[src/rtl/phase_ctl_pkg.sv]
package phase_ctl_pkg;

   // Phase codes; the fetch code is decoded by the strobe logic
   typedef enum logic [1:0] {
      PH_FETCH = 2'b00,
      PH_DEFER = 2'b01,
      PH_EXEC  = 2'b10
   } phase_e;

   // Datapath strobe bundle for the shared fetch sequence
   typedef struct packed {
      logic pc_b1;
      logic one_b2;
      logic mbr_b2;
      logic ld_mar;
      logic ld_pc;
      logic ld_ir;
      logic add;
      logic pass_a;
      logic pass_b;
      logic rd;
   } strobe_s;

endpackage

[src/rtl/phase_major_cnt.sv]
module phase_major_cnt #(
   parameter int NUM_PHASE = 3,
   parameter int PH_W      = 2
) (
   input  logic            clk,
   input  logic            rst_n,
   input  logic            adv_i,
   output logic [PH_W-1:0] phase_o
);
   localparam logic [PH_W-1:0] LAST = PH_W'(NUM_PHASE - 1);

   logic [PH_W-1:0] cur_q;
   logic [PH_W-1:0] nxt;

   // Any code at or beyond the last legal one wraps to fetch
   always_comb begin
      nxt = cur_q;
      if (adv_i) begin
         if (cur_q >= LAST) nxt = '0;
         else               nxt = cur_q + PH_W'(1);
      end
   end

   always_ff @(posedge clk or negedge rst_n) begin
      if (!rst_n) cur_q <= '0;
      else        cur_q <= nxt;
   end

   assign phase_o = cur_q;
endmodule

[src/rtl/phase_minor_ring.sv]
module phase_minor_ring #(
   parameter int NUM_STEP = 4
) (
   input  logic                clk,
   input  logic                rst_n,
   output logic [NUM_STEP-1:0] step_o,
   output logic                last_o
);
   localparam logic [NUM_STEP-1:0] FIRST = NUM_STEP'(1);

   logic [NUM_STEP-1:0] ring_q;
   logic [NUM_STEP-1:0] rot;
   logic                legal;

   for (genvar i = 0; i < NUM_STEP; i++) begin : g_rot
      assign rot[i] = ring_q[(i + NUM_STEP - 1) % NUM_STEP];
   end

   assign legal = $onehot(ring_q);

   // A corrupted ring is pulled back to the first step
   always_ff @(posedge clk or negedge rst_n) begin
      if (!rst_n)     ring_q <= FIRST;
      else if (legal) ring_q <= rot;
      else            ring_q <= FIRST;
   end

   assign step_o = ring_q;
   assign last_o = legal & ring_q[NUM_STEP-1];
endmodule

[src/rtl/phase_strobe_dec.sv]
module phase_strobe_dec
   import phase_ctl_pkg::*;
#(
   parameter int PH_W = 2
) (
   input  logic [PH_W-1:0] phase_i,
   input  logic [2:0]      step_i,
   output strobe_s         stb_o
);
   logic in_fetch;
   logic f_t0, f_t1, f_t2;

   assign in_fetch = (phase_i == PH_W'(PH_FETCH));
   assign f_t0 = in_fetch & step_i[0];
   assign f_t1 = in_fetch & step_i[1];
   assign f_t2 = in_fetch & step_i[2];

   always_comb begin
      stb_o        = '0;
      stb_o.pc_b1  = f_t0 | f_t1;
      stb_o.one_b2 = f_t1;
      stb_o.mbr_b2 = f_t2;
      stb_o.ld_mar = f_t0;
      stb_o.ld_pc  = f_t1;
      stb_o.ld_ir  = f_t2;
      stb_o.add    = f_t1;
      stb_o.pass_a = f_t0;
      stb_o.pass_b = f_t2;
      stb_o.rd     = f_t0;
   end
endmodule

[src/rtl/phase_ctl.sv]
module phase_ctl
   import phase_ctl_pkg::*;
#(
   parameter int NUM_PHASE = 3,
   parameter int NUM_STEP  = 4,
   parameter int PH_W      = $clog2(NUM_PHASE)
) (
   input  logic                clk,
   input  logic                rst_n,
   output logic [PH_W-1:0]     phase_o,
   output logic [NUM_STEP-1:0] step_o,
   output logic                pc_to_b1_o,
   output logic                one_to_b2_o,
   output logic                mbr_to_b2_o,
   output logic                alu_add_o,
   output logic                alu_pass_a_o,
   output logic                alu_pass_b_o,
   output logic                mem_read_o,
   output logic                load_mar_o,
   output logic                load_pc_o,
   output logic                load_ir_o
);
   if (NUM_STEP < 3) begin : g_bad_step
      $error("phase_ctl: the fetch sequence needs at least three steps");
   end
   if (NUM_PHASE < 2) begin : g_bad_phase
      $error("phase_ctl: at least two phases are required");
   end
   if (PH_W < $clog2(NUM_PHASE)) begin : g_bad_width
      $error("phase_ctl: phase width too small for phase count");
   end

   logic    adv;
   strobe_s stb;

   phase_minor_ring #(.NUM_STEP(NUM_STEP)) ring_i (
      .clk    (clk),
      .rst_n  (rst_n),
      .step_o (step_o),
      .last_o (adv)
   );

   phase_major_cnt #(.NUM_PHASE(NUM_PHASE), .PH_W(PH_W)) major_i (
      .clk     (clk),
      .rst_n   (rst_n),
      .adv_i   (adv),
      .phase_o (phase_o)
   );

   phase_strobe_dec #(.PH_W(PH_W)) dec_i (
      .phase_i (phase_o),
      .step_i  (step_o[2:0]),
      .stb_o   (stb)
   );

   assign pc_to_b1_o   = stb.pc_b1;
   assign one_to_b2_o  = stb.one_b2;
   assign mbr_to_b2_o  = stb.mbr_b2;
   assign alu_add_o    = stb.add;
   assign alu_pass_a_o = stb.pass_a;
   assign alu_pass_b_o = stb.pass_b;
   assign mem_read_o   = stb.rd;
   assign load_mar_o   = stb.ld_mar;
   assign load_pc_o    = stb.ld_pc;
   assign load_ir_o    = stb.ld_ir;
endmodule

[config.mk]
export PLATFORM = sky130hd
export DESIGN_NAME = phase_ctl
export DESIGN_NICKNAME = d
export VERILOG_FILES = /design/src/rtl/phase_ctl_pkg.sv /design/src/rtl/phase_major_cnt.sv /design/src/rtl/phase_minor_ring.sv /design/src/rtl/phase_strobe_dec.sv /design/src/rtl/phase_ctl.sv
export SDC_FILE = /design/constraint.sdc
export NUM_CORES = 1
export LEC_CHECK = 0
export BUFFER_PORTS_ARGS = -buffer_cell sky130_fd_sc_hd__buf_2
export CAP_MARGIN = 20
export CORE_AREA = 3 3 40 42
export CTS_CLUSTER_SIZE = 28
export DETAILED_ROUTE_END_ITERATION = 8
export DIE_AREA = 0 0 43 45
export PLACE_DENSITY = 0.63
export SLEW_MARGIN = 20
export SYNTH_ARGS = -nofsm -noshare
export SYNTH_HDL_FRONTEND = slang
export SYNTH_SLANG_ARGS = --single-unit
[constraint.sdc]
create_clock -name clk -period 3 [get_ports clk]
set_input_delay 0.45 -clock clk [delete_from_list [all_inputs] [get_ports clk]]
set_output_delay 0.45 -clock clk [all_outputs]
set_load 0.01 [all_outputs]
# Yosys cells after proc, flatten, opt, wreduce, memory -nomap -nowiden
# Cells that the tools add are included.
# totals
output_inout_bits,16
inputBits,2
ff_bits,6
wordCells,16
# op_classes
eq_ne,1
reduce_logical,1
n_lt_le_gt_ge,1
n_mux,2
n_bitwise,5
add_sub_neg,4
# ops
op,count
$add 1x1->2,2
$and 1x1->1,4
$mux 4,1
$add 3x3->3,1
$eq 3x1->1 const B,1
$add 2x1->2 const B,1
$ge 2x2->1 const B,1
$logic_not 2->1,1
$mux 2,1
$or 1x1->1,1

# Logic depth before layout (Yosys ltp)
# logic_depth
ltp_word,4
depth_mapped,5
depth_no_buf,5

# Cells and area by module
# Synthesis repeated with hierarchy kept, for this count alone.
# hier_totals
cells_unflattened,38
area_unflattened_um2,411.6
# by_module_without_submodules
module,n_inst,area_per_inst_um2,cells_per_inst,seq_area_each_um2
phase_minor_ring,1,225.2,17,101.3
phase_strobe_dec,1,100.1,14,0.0
phase_major_cnt,1,86.3,7,50.0

# Least setup slack after synthesis
# No wires, ideal clock.
# synth_timing
path_kind,reg2reg
start,register ring_i.ring_q[0] (netlist: ring_i.step_o[0])
end,register major_i.cur_q[0] (netlist: major_i.phase_o[0])
stages_incl_launch_ff,6
setup_slack_ns,0.860
path_buffers,0
arrival_ns,2.013
synth_period_minus_slack_ns,2.140
setup_time_ns,0.128
cell_sequence,dfstp_2 > ha_1 > ha_1 > fa_1 > and4bb_1 > mux2_1
# synth_via
elab_chain_cells,4
# synth_lines
element,line,rtl
from (decl),phase_minor_ring.sv:11,logic [NUM_STEP-1:0] ring_q;
from (signal assigned),phase_minor_ring.sv:24,else if (legal) ring_q <= rot;
$add 1x1->2 (implied by the code),phase_minor_ring.sv:19,assign legal = $onehot(ring_q);
$add 3x3->3 (implied by the code),phase_minor_ring.sv:19,
$eq 3x1->1,phase_minor_ring.sv:19,
$and 1x1->1,phase_minor_ring.sv:29,assign last_o = legal & ring_q[NUM_STEP-1];
to (signal assigned),phase_major_cnt.sv:26,else cur_q <= nxt;
to (decl),phase_major_cnt.sv:12,logic [PH_W-1:0] cur_q;
# Every way passes these cells.
# A chain may end at the register's enable or synchronous reset.

# Final worst setup path
# Same ends and word-level chain as after synthesis.

==> flow_summary.yaml <==
status:
  status: "finished, final reports clean"
yosys:
  yosysSeqAreaShare_pct: 42.31
  syn-cell-area_um2: 357.8
  synth.avg_cell_area_um2: 11.93
  syn_nets: 36
  synth_cells: 30
  ys_seq_elements: 6
  ys_warn_count: 0
  synth_cell_types: 13
global_routing:
  grt_pass1_wl_um: 1173
  grtUsageTotal_pct: 8.923
  grt_max_degree: 7
  antenna_found_initial: 0
  overflow: 0
  grt_pass1_vias: 264
setup_path:
  crit_fanout: 5
  worst_ep_required_time_ns: 3.13
  end_kind: "flip-flop"
  critPathMaxStageDelay_ns: 0.56
  start_kind: "flip-flop"
  crit_top_cell: "ha_1"
  worstSetupPathType: "flip-flop to flip-flop"
  cp.arrival_ns: 2.33
  slowest_stage: "dfstp_2"
  crit_chain: "ha_1 -> ha_1 -> fa_1 -> and4bb_1 -> mux2_1"
clock_network:
  cts_root_buf: "clkbuf_4"
  cts_tree: "done"
  insertion_delay_ns: 0.25
  clkSinkCount: 6
  numCtsBuffers: 3
  clockBufferDepth: 2
  cts_max_level: 1
  cts_setup_buffers: 0
  cts.clk_slew.worst_paths_ns: 0.05
cells_and_area:
  stdcell_area_um2: 452.9
  fill_cells: 137
  final_nets: 53
  final_core_util_pct: 35.25
  area_growth_pct: 26.57
  antenna_cells: 0
  final_layout_size_suffix_gt1_share_pct: 45.65
routing:
  via_count: 261
  wl_um: 692
  vias_per_cell: 4.279
  drt-initial-drc-count: 1
  drc_errors: 0
  drtPass1Iterations: 3
  wl_per_cell_um: 11.34
  drtAntennaViolNets: 0
floorplanning:
  pin_count: 18
  die_w_um: 43
  placementRows: 13
  core-area_mm2: 0.001285
  die_h_um: 45
  die_area_mm2: 0.001935
  start_util_pct: 27.85
timing:
  hold_slack_ns: 0.5360
  rsz0062_at_grt: "no"
  slew_viol_final: 0
  timing.setup.tns_ns: 0
  fin_crit_sh_pct: 73.27
  max_freq_ghz: 0.4549
  layout_min_cycle_time_ns: 2.198
  fin_skew_ns: 0.009393
  finalHoldViolCount: 0
  setup_ws_ns: 0.8019
  worst_slew_pin_slew_ns: 0.3777
  setup_violations: 0
  slew_headroom_pct: 74.76
worst_hold_path:
  hold_path.class: "flip-flop to flip-flop"
place:
  port_buffers: 17
  place.gp.congestion: 0.6713
  pre_cts_ws_ns: 0.7781
  dpl_cell_area_um2: 416.7
power:
  power.share.clock_pct: 49.7
  cellLeakagePower_nw: 0.2642
  max-vdd-ir-drop_mv: 0.2387
  combPwrFrac_pct: 1.7
  power-per-cell-area_mw_per_mm2: 368.8
  power.internal_w: 0.0001331
  switching_share_pct: 20.33
  power_frac_seq_pct: 48.6
  switching_power_w: 0.00003396
flow_run:
  maxCapViolCount: 0
==> layer usage <==
metal	GRT usage (%)	up-vias	wire [µm]
li1	-	125	-
met4	3.614	0	10
met5	0	-	0
met3	7.171	3	88
met2	13.17	13	307
met1	9.453	120	285
==> power by group through the flow <==
stage | registers, W | clock network [W] | logic, W
global route | 0.0000810 | 0.0000968 | 0.00000352
detailed placement | 0.0000824 | 0 | 0.00000205
CTS | 0.0000811 | 0.0000881 | 0.00000306
finish | 0.0000812 | 0.0000830 | 0.00000291
global placement | 0.0000824 | 0 | 0.00000201
floorplan | 0.0000824 | 0 | 0.000000000118
==> sequential cells by signal, summed over array words and instances (netlist names) <==
signal	count
ring_i.step_o	4
major_i.phase_o	2
==> logic make-up (layout without fill, tap and decap cells) <==
| family | count (synthesis) | after routing | synth area share, % |
|---|---|---|---|
| and+or+nand+nor | 11 | 11 | 20.63 |
| DFF | 6 | 6 | 42.31 |
| buffers and inverters | 6 | 22 | 12.59 |
| adders and majority gates | 4 | 4 | 16.09 |
| muxes | 2 | 2 | 6.293 |
| AOI/OAI and AO/OA | 1 | 1 | 2.099 |
==> metrics by stage <==
stage | cells | power [W]
final | 61 | 0.0001671
after detailed placement | 56 | 0.00008447
after CTS | 61 | 0.0001723
after global routing | 61 | 0.0001813
after global placement | 56 | 0.00008443
after floorplan | 30 | 0.00008244
==> what timing repair did <==
| item | 4_1_cts | 5_1_grt |
|---|---|---|
| endpoints found under the setup margin | 0 | 0 |
| resized for setup | 0 | 0 |
| hold buffers | 1 | 0 |
| endpoints found under the hold margin | 3 | 0 |
==> worst max-delay path, delay by kind of cell (launching register included) <==
family	cells	cell delay, ns
muxes	1	0.34
DFF	1	0.56
and+or+nand+nor	1	0.31
adders and majority gates	3	0.89
==> layout make-up <==
cell class	count	area, µm²	share of cell area (%)
Clock buffer	4	26.28	5.801
Multi-Input combinational cell	18	161.4	35.64
Sequential cell	6	151.4	33.43
Tap cell	15	18.77	4.144
Timing Repair Buffer	18	95.09	20.99
==> cell usage after synthesis <==
master	count	area (µm²)
and2_1	6	37.54
and4bb_1	1	12.51
buf_4	6	45.04
dfrtp_1	5	125.1
dfstp_2	1	26.28
fa_1	1	20.02
ha_1	3	37.54
mux2_1	2	22.52
nand2b_1	1	6.260
nor2_1	1	3.750
nor2b_1	1	6.260
nor3b_1	1	7.510
o21a_1	1	7.510
==> worst paths after layout <==
check,start,to,slack (ns),cells after the start
min,ring_i.step_o[3],ring_i.step_o[0],0.54,1
min reg2reg,ring_i.step_o[3],ring_i.step_o[0],0.54,1
max in group asynchronous,rst_n,ring_i.step_o[0],2.22,2
min in group asynchronous,rst_n,major_i.phase_o[1],0.55,2
max,ring_i.step_o[0],major_i.phase_o[0],0.80,5
max reg2reg,ring_i.step_o[0],major_i.phase_o[0],0.80,5
==> cells in the final DEF, fill, tap and decap left out, drive strengths merged <==
master	instances
and2	6
and4bb	1
buf	17
clkbuf	4
dfrtp	5
dfstp	1
dlygate4sd3	1
fa	1
ha	3
mux2	2
nand2b	1
nor2	1
nor2b	1
nor3b	1
o21a	1
Note: power is estimated with default switching activity, not from simulation.
